[src/rtl/spi_port_pkg.sv]
// Package spi_port_pkg
// Shared register encodings, control bit positions and the divider table
// for the SPI port. Assumes a byte-wide register interface.
package spi_port_pkg;

    typedef enum logic [1:0] {
        REG_CTRL = 2'd0,
        REG_STAT = 2'd1,
        REG_DATA = 2'd2
    } reg_sel_e;

    localparam int CTL_EN     = 0;
    localparam int CTL_MSTR   = 1;
    localparam int CTL_LSBF   = 2;
    localparam int CTL_RATE   = 3;
    localparam int STAT_DONE  = 7;
    localparam int STAT_COLL  = 6;

    localparam int MAX_HALF   = 64;
    localparam int DIV_W      = $clog2(MAX_HALF) + 1;

    // System clocks per serial clock phase for each rate code
    function automatic logic [DIV_W-1:0] half_cycles(input logic [1:0] rate);
        logic [DIV_W-1:0] h;
        unique case (rate)
            2'd0:    h = DIV_W'(2);
            2'd1:    h = DIV_W'(8);
            2'd2:    h = DIV_W'(32);
            default: h = DIV_W'(MAX_HALF);
        endcase
        return h;
    endfunction

endpackage

[src/rtl/spi_clkgen.sv]
// Module spi_clkgen
// Produces the serial clock and one-cycle edge pulses.
// Master: the clock is divided down while run is high.
// Slave: the external clock is synchronised and its edges are detected;
// those edges count only while slave_act is high.
// Assumes the external clock is slow against clk (several clocks per phase).
module spi_clkgen
    import spi_port_pkg::*;
(
    input  logic       clk,
    input  logic       rst_n,
    input  logic       run,
    input  logic       slave_act,
    input  logic [1:0] rate,
    input  logic       sck_in,
    output logic       sck_out,
    output logic       rise_p,
    output logic       fall_p
);

    logic [DIV_W-1:0] div_q;
    logic             sck_q;
    logic [2:0]       sync_q;
    logic [DIV_W-1:0] half;
    logic             tick;

    assign half = half_cycles(rate);
    assign tick = run && (div_q == half - DIV_W'(1));

    // Divider counter and master clock level; idles low when not running
    always_ff @(posedge clk) begin
        if (!rst_n || !run) begin
            div_q <= '0;
            sck_q <= 1'b0;
        end else if (tick) begin
            div_q <= '0;
            sck_q <= ~sck_q;
        end else begin
            div_q <= div_q + DIV_W'(1);
        end
    end

    // Synchroniser chain for the external serial clock
    always_ff @(posedge clk) begin
        if (!rst_n) sync_q <= '0;
        else        sync_q <= {sync_q[1:0], sck_in};
    end

    assign sck_out = sck_q;
    assign rise_p  = run ? (tick & ~sck_q) : (slave_act & sync_q[1] & ~sync_q[2]);
    assign fall_p  = run ? (tick &  sck_q) : (slave_act & ~sync_q[1] & sync_q[2]);

    assert_sck_idle_R3: assert property (@(posedge clk) disable iff (!rst_n)
        !run |=> !sck_out);

    assert_no_rise_idle_R9: assert property (@(posedge clk) disable iff (!rst_n)
        (!run && !slave_act) |-> !(rise_p || fall_p));

endmodule

[src/rtl/spi_shifter.sv]
// Module spi_shifter
// Shift register with bit counter. On a rise pulse it samples the serial
// input; on a fall pulse it shifts that sample in, in the selected order.
// done_p marks the shift of the final bit, and next_word is the completed
// byte in that cycle. Assumes load is given only between bytes.
module spi_shifter #(
    parameter int DATA_W = 8
) (
    input  logic              clk,
    input  logic              rst_n,
    input  logic              clear,
    input  logic              load,
    input  logic [DATA_W-1:0] load_data,
    input  logic              lsb_first,
    input  logic              serial_in,
    input  logic              rise_p,
    input  logic              fall_p,
    output logic              ser_out,
    output logic              done_p,
    output logic [DATA_W-1:0] next_word,
    output logic              mid_xfer
);

    localparam int CW = $clog2(DATA_W);
    localparam logic [CW-1:0] LAST = CW'(DATA_W - 1);

    logic [DATA_W-1:0] sh_q;
    logic              samp_q;
    logic [CW-1:0]     cnt_q;

    assign next_word = lsb_first ? {samp_q, sh_q[DATA_W-1:1]}
                                 : {sh_q[DATA_W-2:0], samp_q};
    assign ser_out   = lsb_first ? sh_q[0] : sh_q[DATA_W-1];
    assign done_p    = fall_p && !clear && (cnt_q == LAST);
    assign mid_xfer  = (cnt_q != '0);

    // Shift data: a load replaces the word, a fall shifts one bit
    always_ff @(posedge clk) begin
        if (!rst_n)                 sh_q <= '0;
        else if (load)              sh_q <= load_data;
        else if (fall_p && !clear)  sh_q <= next_word;
    end

    // Sample the incoming bit on each rise pulse
    always_ff @(posedge clk) begin
        if (!rst_n)      samp_q <= 1'b0;
        else if (rise_p) samp_q <= serial_in;
    end

    // Count shifted bits, wrapping after the last one
    always_ff @(posedge clk) begin
        if (!rst_n || clear) cnt_q <= '0;
        else if (fall_p)     cnt_q <= (cnt_q == LAST) ? '0 : cnt_q + CW'(1);
    end

    assert_load_idle_R7: assert property (@(posedge clk) disable iff (!rst_n)
        load |-> (cnt_q == '0));

    assert_clear_cnt_R10: assert property (@(posedge clk) disable iff (!rst_n)
        clear |=> !mid_xfer);

endmodule

[src/rtl/spi_flags.sv]
// Module spi_flags
// Completion and collision flags. Both clear together once a status read,
// taken while either flag was set, is followed by a data access. A set
// in the same cycle takes priority over a clear.
module spi_flags (
    input  logic clk,
    input  logic rst_n,
    input  logic done_p,
    input  logic coll_p,
    input  logic stat_rd,
    input  logic data_acc,
    output logic done_flag,
    output logic coll_flag
);

    logic armed_q;
    logic clr;

    assign clr = data_acc && armed_q;

    // Arm on a status read that saw a flag; disarm on any data access
    always_ff @(posedge clk) begin
        if (!rst_n)        armed_q <= 1'b0;
        else if (stat_rd)  armed_q <= done_flag | coll_flag;
        else if (data_acc) armed_q <= 1'b0;
    end

    // Completion flag
    always_ff @(posedge clk) begin
        if (!rst_n)      done_flag <= 1'b0;
        else if (done_p) done_flag <= 1'b1;
        else if (clr)    done_flag <= 1'b0;
    end

    // Collision flag
    always_ff @(posedge clk) begin
        if (!rst_n)      coll_flag <= 1'b0;
        else if (coll_p) coll_flag <= 1'b1;
        else if (clr)    coll_flag <= 1'b0;
    end

    assert_done_set_R6: assert property (@(posedge clk) disable iff (!rst_n)
        done_p |=> done_flag);

    assert_clear_seq_R8: assert property (@(posedge clk) disable iff (!rst_n)
        $fell(done_flag) |-> $past(data_acc));

    assert_coll_src_R7: assert property (@(posedge clk) disable iff (!rst_n)
        $rose(coll_flag) |-> $past(coll_p));

endmodule

[src/rtl/spi_port.sv]
// Module spi_port
// Top level of the SPI port: register file, master/slave steering, and the
// clock generator, shifter and flag units. Reads have no latency. A read
// strobe with reg_rd gives status side effects. Assumes one strobe at a time.
module spi_port
    import spi_port_pkg::*;
#(
    parameter int DATA_W = 8
) (
    input  logic              clk,
    input  logic              rst_n,
    input  logic [1:0]        reg_sel,
    input  logic              reg_wr,
    input  logic              reg_rd,
    input  logic [DATA_W-1:0] reg_wdata,
    output logic [DATA_W-1:0] reg_rdata,
    input  logic              sck_i,
    output logic              sck_o,
    output logic              sck_oe,
    input  logic              mosi_i,
    output logic              mosi_o,
    input  logic              miso_i,
    output logic              miso_o,
    output logic              miso_oe,
    input  logic              ss_n_i
);

    logic [DATA_W-1:0] ctrl_q;
    logic [DATA_W-1:0] rbuf_q;
    logic              busy_q;

    logic en, is_mstr, lsbf, slave_act;
    logic [1:0] rate;
    logic data_wr, data_acc, stat_rd, xfer_busy, coll_p, load, start, clear;
    logic ser_out, done_p, mid_xfer, rise_p, fall_p, sck_gen;
    logic done_flag, coll_flag;
    logic [DATA_W-1:0] next_word;

    assign en        = ctrl_q[CTL_EN];
    assign is_mstr   = ctrl_q[CTL_MSTR];
    assign lsbf      = ctrl_q[CTL_LSBF];
    assign rate      = ctrl_q[CTL_RATE +: 2];
    assign slave_act = en && !is_mstr && !ss_n_i;

    assign data_wr   = reg_wr && (reg_sel == REG_DATA);
    assign data_acc  = (reg_wr || reg_rd) && (reg_sel == REG_DATA);
    assign stat_rd   = reg_rd && (reg_sel == REG_STAT);
    assign xfer_busy = is_mstr ? busy_q : mid_xfer;
    assign coll_p    = data_wr && en && xfer_busy;
    assign load      = data_wr && !xfer_busy;
    assign start     = load && en && is_mstr;
    assign clear     = !en || (!is_mstr && ss_n_i);

    // Control register
    always_ff @(posedge clk) begin
        if (!rst_n)                              ctrl_q <= '0;
        else if (reg_wr && reg_sel == REG_CTRL)  ctrl_q <= reg_wdata;
    end

    // Master transfer in progress
    always_ff @(posedge clk) begin
        if (!rst_n || !en || !is_mstr) busy_q <= 1'b0;
        else if (start)                busy_q <= 1'b1;
        else if (done_p)               busy_q <= 1'b0;
    end

    // Receive buffer, loaded when the final bit has been shifted
    always_ff @(posedge clk) begin
        if (!rst_n)      rbuf_q <= '0;
        else if (done_p) rbuf_q <= next_word;
    end

    // Register read multiplexer
    always_comb begin
        unique case (reg_sel)
            REG_CTRL: reg_rdata = ctrl_q;
            REG_STAT: reg_rdata = {done_flag, coll_flag, {(DATA_W-2){1'b0}}};
            REG_DATA: reg_rdata = rbuf_q;
            default:  reg_rdata = '0;
        endcase
    end

    spi_clkgen u_clk (
        .clk       (clk),
        .rst_n     (rst_n),
        .run       (busy_q),
        .slave_act (slave_act),
        .rate      (rate),
        .sck_in    (sck_i),
        .sck_out   (sck_gen),
        .rise_p    (rise_p),
        .fall_p    (fall_p)
    );

    spi_shifter #(.DATA_W(DATA_W)) u_shf (
        .clk       (clk),
        .rst_n     (rst_n),
        .clear     (clear),
        .load      (load),
        .load_data (reg_wdata),
        .lsb_first (lsbf),
        .serial_in (is_mstr ? miso_i : mosi_i),
        .rise_p    (rise_p),
        .fall_p    (fall_p),
        .ser_out   (ser_out),
        .done_p    (done_p),
        .next_word (next_word),
        .mid_xfer  (mid_xfer)
    );

    spi_flags u_flg (
        .clk       (clk),
        .rst_n     (rst_n),
        .done_p    (done_p),
        .coll_p    (coll_p),
        .stat_rd   (stat_rd),
        .data_acc  (data_acc),
        .done_flag (done_flag),
        .coll_flag (coll_flag)
    );

    assign sck_o   = sck_gen;
    assign sck_oe  = en && is_mstr;
    assign mosi_o  = (en && is_mstr) ? ser_out : 1'b0;
    assign miso_o  = ser_out;
    assign miso_oe = slave_act;

    assert_abort_R10: assert property (@(posedge clk) disable iff (!rst_n)
        !en |=> (!busy_q && !sck_o));

    assert_start_R3: assert property (@(posedge clk) disable iff (!rst_n)
        start |=> busy_q);

    assert_slave_quiet_R9: assert property (@(posedge clk) disable iff (!rst_n)
        (ss_n_i && !is_mstr) |=> $stable(rbuf_q));

endmodule

[config.mk]
export PLATFORM = sky130hd
export DESIGN_NAME = spi_port
export DESIGN_NICKNAME = d
export VERILOG_FILES = /design/src/rtl/spi_port_pkg.sv /design/src/rtl/spi_clkgen.sv /design/src/rtl/spi_shifter.sv /design/src/rtl/spi_flags.sv /design/src/rtl/spi_port.sv
export SDC_FILE = /design/constraint.sdc
export NUM_CORES = 1
export LEC_CHECK = 0
export ABC_AREA = 1
export BUFFER_PORTS_ARGS = -buffer_cell sky130_fd_sc_hd__buf_2
export CAP_MARGIN = 10
export CORE_AREA = 2 2 66 68
export DETAILED_ROUTE_END_ITERATION = 8
export DIE_AREA = 0 0 68 70
export PLACE_DENSITY = 0.78
export SYNTH_ARGS = -nofsm -noshare
export SYNTH_HDL_FRONTEND = slang
export SYNTH_HIERARCHICAL = 1
export SYNTH_SLANG_ARGS = --single-unit
[constraint.sdc]
create_clock -name clk -period 3.35 [get_ports clk]
set_input_delay 0.335 -clock clk [delete_from_list [all_inputs] [get_ports clk]]
set_output_delay 0.335 -clock clk [all_outputs]
set_load 0.01 [all_outputs]
# After elaboration in Yosys (flattened, before gate mapping)
# Cells that the tools add are included.
[word_totals] ff_bits=43 input_bits=18 out_inout_bits=13
[classes] n_mux=19 n_reduce_logical=39 bitwise=10 eq_ne=6 add_sub_neg=3
[ops] op="two-way mux 8 bit" n=3
[ops] op="one-hot mux 8 bit (3 select lines)" n=1
[ops] op="one-hot mux 7 bit (3 select lines)" n=1
[ops] op="logical AND 1 bit" n=17
[ops] op="two-way mux 1 bit" n=13
[ops] op="nonzero test 2 bit" n=5
[ops] op="adder 7 x 1 -> 7 bit (second input constant)" n=1
[ops] op="equality test 7 bit" n=1
[ops] op="logical NOT 1 bit" n=7
[ops] op="subtractor 7 x 1 -> 7 bit (second input constant)" n=1
[ops] op="bitwise AND 1 bit" n=6
[ops] op="logical OR 1 bit" n=6
[ops] op="equality test 2 x 1 -> 1 bit (second input constant)" n=2
[ops] op="equality test 2 bit (second input constant)" n=2
[ops] op="logical NOT 2 bit" n=2
[ops] op="adder 3 x 1 -> 3 bit (second input constant)" n=1
[ops] op="equality test 3 bit (second input constant)" n=1
[ops] op="two-way mux 3 bit" n=1
[ops] op="NOT 1 bit" n=3
[ops] op="nonzero test 3 bit" n=1
[ops] op="OR reduction 2 bit" n=1
[ops] op="OR 1 bit" n=1

# Logic depth before layout (Yosys ltp)
# Gate-level depths: netlist of run 1.
[depth] ltp_word=11 mapped_depth=16 depth_no_buf=16

# Hierarchy
# Netlist of run 1, hierarchy kept.
[modules_own_cells] mod="spi_port" seq_area_each_um2=340.3 area_each_um2=804.5 instances=1 cells_per_inst=120
[modules_own_cells] mod="spi_shifter" seq_area_each_um2=240.2 area_each_um2=758.2 instances=1 cells_per_inst=126
[modules_own_cells] mod="spi_clkgen" seq_area_each_um2=220.2 area_each_um2=563.0 instances=1 cells_per_inst=75
[modules_own_cells] mod="spi_flags" seq_area_each_um2=60.1 area_each_um2=116.4 instances=1 cells_per_inst=17

# Least setup slack after synthesis of run 1
# Ideal clock, no wire load.
[synth_timing] path_kind="register -> register" from="register ctrl_q[0]" to="register rbuf_q[0]" path_buffers=0 period_less_slack_ps=2460 stages_incl_launch_ff=10 slack_ps=890 arrival_ps=2344 cell_sequence="dfxtp_1 > inv_1 > nor3_1 > nand2_1 > o31ai_1 > nand2_4 > nor2_1 > clkinv_1 > nor2_1 > nor2_1"
[synth_between] elab_chain_len=7 word_cells_on_any_way=10
[synth_rtl] item="start, declared" line="spi_port.sv:28" rtl="logic [DATA_W-1:0] ctrl_q;"
[synth_rtl] item="start signal, assigned" line="spi_port.sv:57" rtl="else if (reg_wr && reg_sel == REG_CTRL) ctrl_q <= reg_wdata;"
[synth_rtl] item="logical AND 1 bit (2 in a row)" line="spi_port.sv:43" rtl="assign slave_act = en && !is_mstr && !ss_n_i;"
[synth_rtl] item="named net miso_oe" line="spi_port.sv:24" rtl="output logic miso_oe,"
[synth_rtl] item="bitwise AND 1 bit (2 in a row)" line="spi_clkgen.sv:51" rtl="assign fall_p = run ? (tick & sck_q) : (slave_act & ~sync_q[1] & sync_q[2]);"
[synth_rtl] item="two-way mux 1 bit" line="spi_clkgen.sv:51"
[synth_rtl] item="named net fall_p" line="spi_port.sv:35" rtl="logic ser_out, done_p, mid_xfer, rise_p, fall_p, sck_gen;"
[synth_rtl] item="logical AND 1 bit (2 in a row)" line="spi_shifter.sv:34" rtl="assign done_p = fall_p && !clear && (cnt_q == LAST);"
[synth_rtl] item="named net done_p" line="spi_port.sv:35"
[synth_rtl] item="end signal, assigned" line="spi_port.sv:70" rtl="else if (done_p) rbuf_q <= next_word;"
[synth_rtl] item="end, declared" line="spi_port.sv:29" rtl="logic [DATA_W-1:0] rbuf_q;"
# The timed path passes the listed nets, and every way through them passes these cells.
# A chain may end at the register's enable or synchronous reset.

# Worst setup path in the final report of run 1
[layout_timing] from="register ctrl_q[4]" to="register rbuf_q[2]"
[layout_between] elab_chain_len=9 word_cells_on_any_way=11
[layout_rtl] item="equality test 2 bit, or another cell as far along" line="spi_port_pkg.sv:25" rtl="unique case (rate)"
[layout_rtl] item="one-hot mux 7 bit (3 select lines) (*)" line="spi_port_pkg.sv:25"
[layout_rtl] item="subtractor 7 x 1 -> 7 bit (*)" line="spi_clkgen.sv:28" rtl="assign tick = run && (div_q == half - DIV_W'(1));"
[layout_rtl] item="equality test 7 bit (*)" line="spi_clkgen.sv:28"
[layout_rtl] item="logical AND 1 bit (*)" line="spi_clkgen.sv:28"
[layout_rtl] item="bitwise AND 1 bit (*)" line="spi_clkgen.sv:51"
[layout_rtl] item="two-way mux 1 bit (*)" line="spi_clkgen.sv:51"
[layout_rtl] item="named net fall_p" line="spi_port.sv:35"
[layout_rtl] item="logical AND 1 bit (*) (2 in a row)" line="spi_shifter.sv:34"
[layout_rtl] item="named net done_p" line="spi_port.sv:35"
# The timed path passes the listed nets; every way through them passes the cells marked *.

==> metrics.yaml, run 1 <==
sta:
  slew_headroom_pct: 46.5
  clock_skew_ns: 0.00662
  finalCritPeriodShare_pct: 78.4
  worst_slack_ns: 0.722
  grt_setup_unrepaired: "false"
  finalHoldViolations: 0
  fin_tns_setup_ns: 0
  setup_viol: 0
  fmax_mhz: 381
  min_period_ns: 2.63
  worst_pin_slew_ns: 0.795
  drv_slew: 0
final_layout:
  area_growth_pct: 12.7
  final_common_cell: "nand2_1"
  final_core_util_pct: 61.0
  drive_above_1_share_pct: 16.0
  diodes: 0
  instances_no_fill: 426
  final_cell_mix: "87 x nand2_1, 65 x nor2_1, 49 x inv_1"
  fin_nets: 396
pwr:
  power_density_nw_per_um2: 371
  netSwitchingFraction_pct: 25.8
  ir_drop_mv: 0.223
  total_power_w: 0.000938
  switching_power_w: 0.000242
  intPower_w: 0.000696
  leakagePower_nw: 1.27
  combPwrFrac_pct: 9.8
  seqPwrFrac_pct: 56.6
  clock_power_share_pct: 33.6
place:
  dp.cells: 418
  io_buffer_count: 30
  dp_hpwl_um: 3680
  dp_slack_ns: 0.760
  gp_congestion: 0.865
cts:
  htreeDepth: 2
  cts_root_buf: "clkbuf_8"
  ctsHoldBuffers: 0
  post_cts_buffers: 0
  clock_latency_ns: 0.30
  cts_inserted_buffers: 5
  clkTransAtPathRegs_ns: 0.08
  cts_resized: 0
  cts.path.max_buffers: 2
  cts.sinks: 43
  cts_tree: "done"
synthesis:
  seq_area_frac_synth_pct: 38.4
  syn-instance-count: 338
  synth.area.top_cells: "dfxtp_1 38%, nand2_1 15%, nor2_1 11%"
  ys_warn_count: 6
  synth_fp_nets: 361
  synthArstFlopShare_pct: 0
  ys_types: 30
  synthesis.area_um2: 2240
  synth_edf_count: 0
  postSynthAreaPerCell_um2: 6.63
  synth_area_leader_cell: "dfxtp_1"
  synth-main-ff-cell: "dfxtp_1"
  ys_ff_latch: 43
  synth_top_area_share_pct: 38.4
route:
  drc: 0
  drt-wirelength-per-cell_um: 11.5
  postRouteWirelength_um: 4880
  route.vias.total: 2115
  dr.pass1.iters: 4
  vias_per_cell: 4.96
  drt-initial-drc-count: 136
  drtAntennaViolNets: 0
critical_path:
  cpMaxStageDelayCell: "dfxtp_1"
  start_kind: "register"
  worstSetupPathType: "reg -> reg"
  r2r_setup_slack_ns: 0.72
  critPathArrivalTime_ns: 2.83
  slowest_delay_ns: 0.42
  critPathRequiredTime_ns: 3.55
  crit_chain: "inv_1 -> nand2_2 -> ha_1 -> nand2_1 -> inv_1 -> nor2_1 -> nand2_1 -> nor2_2 -> nand3_1 -> o31ai_1 -> nand2_4 -> nor2_1 -> buf_4 -> clkinv_1 -> nor2_1 -> nor2_1"
  worst-path-max-fanout: 10
  crit_top_cell: "nor2_1"
  endpoint_kind: "register"
die:
  core_area_um2: 4140
  dieArea_um2: 4760
  io_pins: 31
  die_height_um: 70
  placementRows: 24
  start_util_pct: 54.1
  die_x_um: 68
grt:
  grt_pass1_vias: 1824
  grt_usage_pct: 22.3
  antenna_found_initial: 0
  grt_pass1_wl_um: 8090
  grt_max_degree: 30
  grt-ovfl-total: 0
run_status:
  status: "complete, no violations"
run:
  cap_viol_max_count: 0
hold_path:
  hold_path.class: "in -> reg"
==> per-stage QoR <==
step,hold slack (ns),area [µm²]
2_1_floorplan,0.390,2240
3_3_place_gp,0.393,2440
3_5_place_dp,0.401,2440
4_1_cts,0.213,2530
5_1_grt,0.247,2530
6_report,0.218,2530
==> critical path: cells and delay by family, from the launching register on <==
| family | cells | cell delay (ns) |
|---|---|---|
| simple gates | 10 | 1.14 |
| buf+inv | 4 | 0.52 |
| flops | 1 | 0.42 |
| fa+ha+maj | 1 | 0.24 |
| compound gates | 1 | 0.22 |
==> flip-flops by register name (all words and copies together) (netlist names), 3 cells and up <==
signal,cells
ctrl_q,8
rbuf_q,8
u_shf/sh_q,8
u_clk/div_q,7
u_clk/sync_q,3
u_shf/cnt_q,3
==> per-layer routing <==
layer  track usage [%]  part of all wire, %
met1              30.4                   47
met2              34.6                   46
met3              4.35                  5.8
met4              7.78                  1.4
met5                 0                    0
==> Yosys cell counts (all sizes together), types with 3 or more instances <==
cell	count
a21oi	11
ha	5
o21ai	24
inv	53
nor2	68
a22o	4
xnor2	3
nand2	92
dfxtp	43
xor2	3
nand3	22
==> power by group through the flow <==
stage               sequential, W  combinational [W]  clock (W)
finish                   0.000531          0.0000919   0.000316
global route             0.000532           0.000106   0.000349
CTS                      0.000531          0.0000915   0.000327
detailed placement       0.000543          0.0000910          0
global placement         0.000542          0.0000897          0
floorplan                0.000539          0.0000627          0
==> area by class of cell <==
cell class              instances  area, µm²
flip-flops and latches         43        861
clock inverters                 3       15.0
clock buffers                   5       68.8
repair buffers                 31        158
inverters                      55        216
well taps                      52       65.1
multi-input cells             237       1140
fillers                       414       1620
==> final timing paths <==
check                                    end                  startpoint  cells after the start
hold / removal    u_clk/sync_q[0]$_SDFF_PN0_                       sck_i                      3
hold reg to reg   u_clk/sync_q[1]$_SDFF_PN0_  u_clk/sync_q[0]$_SDFF_PN0_                      2
setup reg to reg      rbuf_q[2]$_SDFFE_PN0P_      ctrl_q[4]$_SDFFE_PN0P_                     16
setup / recovery      rbuf_q[2]$_SDFFE_PN0P_      ctrl_q[4]$_SDFFE_PN0P_                     16
==> cell families after synthesis <==
| kind of cell | share of synthesized area (%) |
|---|---|
| xor gates and xnor gates | 2.34 |
| buffers and inverters | 10.7 |
| adders and majority gates | 2.79 |
| and+or+nand+nor | 35.2 |
| AOI/OAI and AO/OA | 10.6 |
| DFF | 38.4 |
Power figures use the tool's default switching activity.
==> run 2, diff against run 1 <==
==> constraint.sdc (replaced) <==
create_clock -name clk -period 2.5 [get_ports clk]
set_input_delay 0.25 -clock clk [delete_from_list [all_inputs] [get_ports clk]]
set_output_delay 0.25 -clock clk [all_outputs]
set_load 0.01 [all_outputs]
==> run 2 against run 1 <==
Against the previous run: sequential cell count unchanged; die area unchanged; total power increased by 35%; register-to-register slack got worse by 0.50 ns; fmax increased by 15%; clock-buffer cell count unchanged; first-iteration DRC count decreased by 5.1%; hold slack got worse by 0.095 ns; sequential power increased by 34%.
==> metrics.yaml, run 2 (same netlist as run 1, synthesis figures left out) <==
final_layout:
  diodes: 0
  final_common_cell: "nand2_1"
  final_cell_mix: "87 x nand2_1, 65 x nor2_1, 49 x inv_1"
  fin_nets: 397
  instances_no_fill: 427
  final_core_util_pct: 61.1
  drive_above_1_share_pct: 16.5
  postLayoutCellArea_um2: 2530
  reg_top3: "ctrl_q (8), rbuf_q (8), u_shf/sh_q (8)"
  area_growth_pct: 13.0
route:
  drt-initial-drc-count: 129
  route.vias.total: 2141
  vias_per_cell: 5.01
  drtAntennaViolNets: 0
  dr.pass1.iters: 4
  drc: 0
  postRouteWirelength_um: 4970
  drt-wirelength-per-cell_um: 11.6
cts:
  post_cts_buffers: 0
  cts_root_buf: "clkbuf_8"
  clkTransAtPathRegs_ns: 0.08
  cts.sinks: 43
  clock_latency_ns: 0.31
  ctsHoldBuffers: 0
  htreeDepth: 2
  cts.path.max_buffers: 2
  cts_tree: "done"
  cts_inserted_buffers: 5
pwr:
  leakagePower_nw: 1.28
  power_density_nw_per_um2: 500
  ir_drop_mv: 0.379
die:
  placementRows: 24
  dieArea_um2: 4760
  die_height_um: 70
  core_area_um2: 4140
  io_pins: 31
  start_util_pct: 54.1
  die_x_um: 68
critical_path:
  rr_worst_depth: 15
  cpMaxStageDelayCell: "dfxtp_1"
  cp_top_family: "simple AND/OR/NAND/NOR gates"
  critPathBufInv: 3
  crit_chain: "inv_1 -> nand2_2 -> ha_1 -> nand2_1 -> inv_1 -> nor2_1 -> nand2_1 -> nor2_2 -> nand3_1 -> o31ai_1 -> nand2_4 -> nor2_1 -> buf_4 -> o21ai_0 -> nor2_1"
  r2r_end: "rbuf_q[6]$_SDFFE_PN0P_"
  worst-path-max-fanout: 9
  start_kind: "register"
  endpoint_kind: "register"
  critPathRequiredTime_ns: 2.75
  slowest_delay_ns: 0.42
  r2r_setup_slack_ns: 0.22
  crit_top_cell: "nor2_1"
  worstSetupPathType: "reg -> reg"
  r2r-start: "ctrl_q[4]$_SDFFE_PN0P_"
  critPathArrivalTime_ns: 2.52
grt:
  use_met1_pct: 29.7
  grt_pass1_vias: 1873
  busiest_layer: "met2"
  grt_pass1_wl_um: 8140
  grt-ovfl-total: 0
  grt_usage_pct: 22.4
  grtUsageMet3_pct: 4.83
  antenna_found_initial: 0
  grt_max_degree: 30
  grt_util_met2_pct: 35.4
sta:
  finalHoldViolations: 0
  drv_slew: 0
  setup_viol: 0
  fmax_mhz: 439
  slew_headroom_pct: 46.1
  worst_pin_slew_ns: 0.802
  min_period_ns: 2.28
  clock_skew_ns: 0.00657
  fin_tns_setup_ns: 0
  grt_setup_unrepaired: "false"
  finalCritPeriodShare_pct: 91.1
place:
  gp_congestion: 0.866
  dp_hpwl_um: 3670
  dp.cells: 419
  io_buffer_count: 30
  place_area_um2: 2450
hold_path:
  hold_path.class: "in -> reg"
  hold_start: "sck_i"
  min_to: "u_clk/sync_q[0]$_SDFF_PN0_"
  whs_path_depth: 3
run:
  cap_viol_max_count: 0
run_status:
  status: "complete, no violations"
## run 2: changes by cell type in the layout (fill, tap and decap cells not counted)
cell,before,now
buf_4,1,2
clkinv_1,1,0
inv_2,3,4
## run 2: worst max path at each step
stage	slack, ns	cells after the start	end	startpoint
after floorplan	0.04	9	rbuf_q[0]$_SDFFE_PN0P_	ctrl_q[0]$_SDFFE_PN0P_
after global placement	0.29	15	rbuf_q[7]$_SDFFE_PN0P_	ctrl_q[3]$_SDFFE_PN0P_
after detailed placement	0.18	15	rbuf_q[0]$_SDFFE_PN0P_	ctrl_q[4]$_SDFFE_PN0P_
after CTS	0.16	15	rbuf_q[1]$_SDFFE_PN0P_	ctrl_q[3]$_SDFFE_PN0P_
after global routing	0.002	15	rbuf_q[4]$_SDFFE_PN0P_	ctrl_q[3]$_SDFFE_PN0P_
final	0.22	15	rbuf_q[6]$_SDFFE_PN0P_	ctrl_q[4]$_SDFFE_PN0P_
## run 2: metrics by stage
step                power (W)  hold WS (ns)  worst slack [ns]
floorplan            0.000806         0.343            0.0403
global placement     0.000846         0.392             0.290
detailed placement   0.000849         0.401             0.181
CTS                   0.00127         0.124             0.160
global route          0.00132         0.138           0.00172
finish                0.00127         0.123             0.222
## run 2: worst register-to-register path: stages, from the launching register on
cell and delay (ns):
dfxtp_1 0.42, inv_1 0.09, nand2_2 0.08, ha_1 0.24, nand2_1 0.07, inv_1 0.04, nor2_1 0.08, nand2_1 0.07
nor2_2 0.14, nand3_1 0.11, o31ai_1 0.23, nand2_4 0.07, nor2_1 0.19, buf_4 0.19, o21ai_0 0.10, nor2_1 0.12
## run 2: where the power goes
group	leakage (nW)	internal (W)	switching, W
sequential	0.348	0.000698	0.0000131
combinational	0.880	0.0000437	0.0000797
clock	0.0477	0.000191	0.000241
total	1.28	0.000933	0.000334
## run 2: layer usage
layer | routed length [µm] | share of wire (%)
met4 | 123 | 2.5
met1 | 2280 | 46
met5 | 0 | 0
met2 | 2280 | 46
met3 | 282 | 5.7
## run 2: repair_timing
action / CTS / global route
endpoints found under the hold margin: 0 / 0
gates resized for setup: 0 / 1
endpoints found under the setup margin: 0 / 9
## run 2: final cells by class
class                      instances  area (µm²)
timing repair buffer              32         165
fill                             402        1610
multi-input combinational        237        1140
clock buffer                       5        68.8
tap                               52        65.1
inverter                          55         216
sequential                        43         861
clock inverter                     3        15.0
==> run 3, diff against run 2 <==
--- a/config.mk
+++ b/config.mk
@@ -5,13 +5,13 @@
 export SDC_FILE = /design/constraint.sdc
 export NUM_CORES = 1
 export LEC_CHECK = 0
-export ABC_AREA = 1
+export ABC_AREA = 0
 export BUFFER_PORTS_ARGS = -buffer_cell sky130_fd_sc_hd__buf_2
 export CAP_MARGIN = 10
-export CORE_AREA = 2 2 66 68
+export CORE_AREA = 2 2 61 75
 export DETAILED_ROUTE_END_ITERATION = 8
-export DIE_AREA = 0 0 68 70
-export PLACE_DENSITY = 0.78
+export DIE_AREA = 0 0 63 77
+export PLACE_DENSITY = 0.77
 export SYNTH_ARGS = -nofsm -noshare
 export SYNTH_HDL_FRONTEND = slang
 export SYNTH_HIERARCHICAL = 1
==> run 3 against run 2 <==
Against the previous run: die area increased by 1.9%; highest routed layer unchanged; largest cell class unchanged; combinational power shrank 13%; sequential share of layout area decreased by 1.6 points; clock skew shrank 0.00067 ns; routed wire length shrank 3.5%; first-iteration DRC count fell by 49%.
==> metrics.yaml, run 3 <==
run_status:
  status: "complete, no violations"
cts:
  cts.sinks: 43
  htreeDepth: 2
  cts.path.max_buffers: 2
  clkTransAtPathRegs_ns: 0.08
  ctsHoldBuffers: 0
  cts_inserted_buffers: 5
  cts_tree: "done"
  clock_latency_ns: 0.30
  cts_root_buf: "clkbuf_8"
critical_path:
  endpoint_kind: "register"
  critPathBufInv: 1
  crit_chain: "or2_1 -> ha_1 -> xor2_2 -> nand2_2 -> a211oi_4 -> a21o_4 -> nand2b_1 -> nor2_4 -> buf_4 -> mux2i_1 -> nor2b_1"
  critPathRequiredTime_ns: 2.69
  slowest_delay_ns: 0.37
  cp.depth: 11
  cpMaxStageDelayCell: "dfxtp_4"
  worst-path-max-fanout: 6
  critPathArrivalTime_ns: 2.56
  start_kind: "register"
  worstSetupPathType: "reg -> reg"
  rr_worst_depth: 11
  cp_top_family: "simple AND/OR/NAND/NOR gates"
synthesis:
  synthTopCellsByCount: "43 x dfxtp_1, 29 x mux2i_1, 22 x nand2_1"
  synth_fp_nets: 259
  synth_area_leader_cell: "dfxtp_1"
  seq_area_frac_synth_pct: 37.6
  synth_edf_count: 0
  synth-main-ff-cell: "dfxtp_1"
  synthesis.area_um2: 2290
  synthArstFlopShare_pct: 0
  syn-instance-count: 236
  postSynthAreaPerCell_um2: 9.70
  ys_ff_latch: 43
  yosys.cell_count.top_type: "dfxtp_1"
  ys_warn_count: 6
  synth.area.top_cells: "dfxtp_1 38%, mux2i_1 13%, mux2_4 4.6%"
  ys_types: 53
  synth_top_area_share_pct: 37.6
die:
  start_util_pct: 55.4
  core_area_um2: 4130
  placementRows: 26
  die_x_um: 63
  die_height_um: 77
  io_pins: 31
  dieArea_um2: 4850
run:
  cap_viol_max_count: 0
sta:
  fin_hold_ws_ns: 0.159
  min_period_ns: 2.37
  grt_setup_unrepaired: "false"
  finalHoldViolations: 0
  worst_pin_slew_ns: 0.623
  setup_viol: 0
  finalCritPeriodShare_pct: 94.6
  slew_headroom_pct: 58.4
  fmax_mhz: 423
  drv_slew: 0
  clock_skew_ns: 0.00589
grt:
  grt_pass1_vias: 1825
  grt_pass1_wl_um: 8380
  grt_max_degree: 29
  antenna_found_initial: 0
  grt-ovfl-total: 0
  grt_usage_pct: 21.6
place:
  io_buffer_count: 30
  dp_hpwl_um: 3500
  place_area_um2: 2530
  gp_congestion: 0.837
pwr:
  power_density_nw_per_um2: 484
  leakagePower_nw: 1.05
  total_power_w: 0.00129
  ir_drop_mv: 0.487
final_layout:
  fin_nets: 300
  final_core_util_pct: 64.6
  reg_top3: "ctrl_q (8), rbuf_q (8), u_shf/sh_q (8)"
  postLayoutCellArea_um2: 2670
  area_growth_pct: 16.6
  final_common_cell: "dfxtp_1"
  final_cell_mix: "42 x dfxtp_1, 30 x buf_2, 29 x mux2i_1"
  drive_above_1_share_pct: 26.6
  diodes: 0
route:
  drc: 0
  drt-initial-drc-count: 66
  postRouteWirelength_um: 4800
  vias_per_cell: 5.34
  dr.pass1.iters: 4
  drt-wirelength-per-cell_um: 14.4
  drtAntennaViolNets: 0
  route.vias.total: 1785
hold_path:
  hold_path.class: "in -> reg"
  whs_path_depth: 2
run 3: cell type report:
| type | instances | area [µm²] |
|---|---|---|
| fillers | 373 | 1460 |
| multi-input cells | 177 | 1360 |
| flip-flops and latches | 43 | 865 |
| repair buffers | 43 | 251 |
| clock buffers | 8 | 100 |
| well taps | 56 | 70.1 |
| inverters | 7 | 26.3 |
run 3: final timing paths:
kind / startpoint / endpoint / slack [ns]
worst max-delay path: ctrl_q[3]$_SDFFE_PN0P_ / rbuf_q[5]$_SDFFE_PN0P_ / 0.13
worst min-delay path: sck_i / u_clk/sync_q[0]$_SDFF_PN0_ / 0.16
worst max register to register: ctrl_q[3]$_SDFFE_PN0P_ / rbuf_q[5]$_SDFFE_PN0P_ / 0.13
worst min register to register: u_clk/sync_q[0]$_SDFF_PN0_ / u_clk/sync_q[1]$_SDFF_PN0_ / 0.44
run 3: logic make-up (layout without fill, tap and decap cells):
logic type / count (synthesis) / after routing / share of synthesized area, %
adders and majority gates: 5 / 5 / 2.73
and+or+nand+nor: 98 / 98 / 25.1
xor gates and xnor gates: 7 / 7 / 2.68
muxes: 39 / 39 / 18.7
AOI/OAI and AO/OA: 28 / 28 / 8.96
buffers and inverters: 16 / 58 / 4.21
DFF: 43 / 43 / 37.6
run 3: routing by layer:
| layer | vias to the layer above | global-route usage (%) | wire length [µm] | part of all wire, % |
|---|---|---|---|---|
| met1 | 842 | 27.1 | 2260 | 47 |
| met5 | - | 0 | 0 | 0 |
| met4 | 0 | 7.11 | 84 | 1.8 |
| li1 | 903 | - | - | - |
| met3 | 7 | 5.13 | 160 | 3.3 |
| met2 | 33 | 36.3 | 2290 | 48 |
run 3: power breakdown:
group          total [W]  switching [W]  internal (W)  leakage [nW]
clock           0.000484       0.000232      0.000252        0.0515
sequential      0.000701     0.00000702      0.000694         0.349
combinational   0.000107      0.0000556     0.0000516         0.653
total            0.00129       0.000295      0.000998          1.05
run 3: per-stage QoR:
step / worst slack [ns] / TNS (ns) / instances
finish: 0.134 / 0 / 334
global route: 0.000690 / 0 / 334
CTS: 0.0457 / 0 / 332
detailed placement: 0.0861 / 0 / 324
global placement: 0.148 / 0 / 324
floorplan: -0.140 / -0.162 / 236
run 3: what timing repair did:
action	CTS	global route
endpoints found under the setup margin	0	17
resized for setup	0	5
buffers inserted	0	2
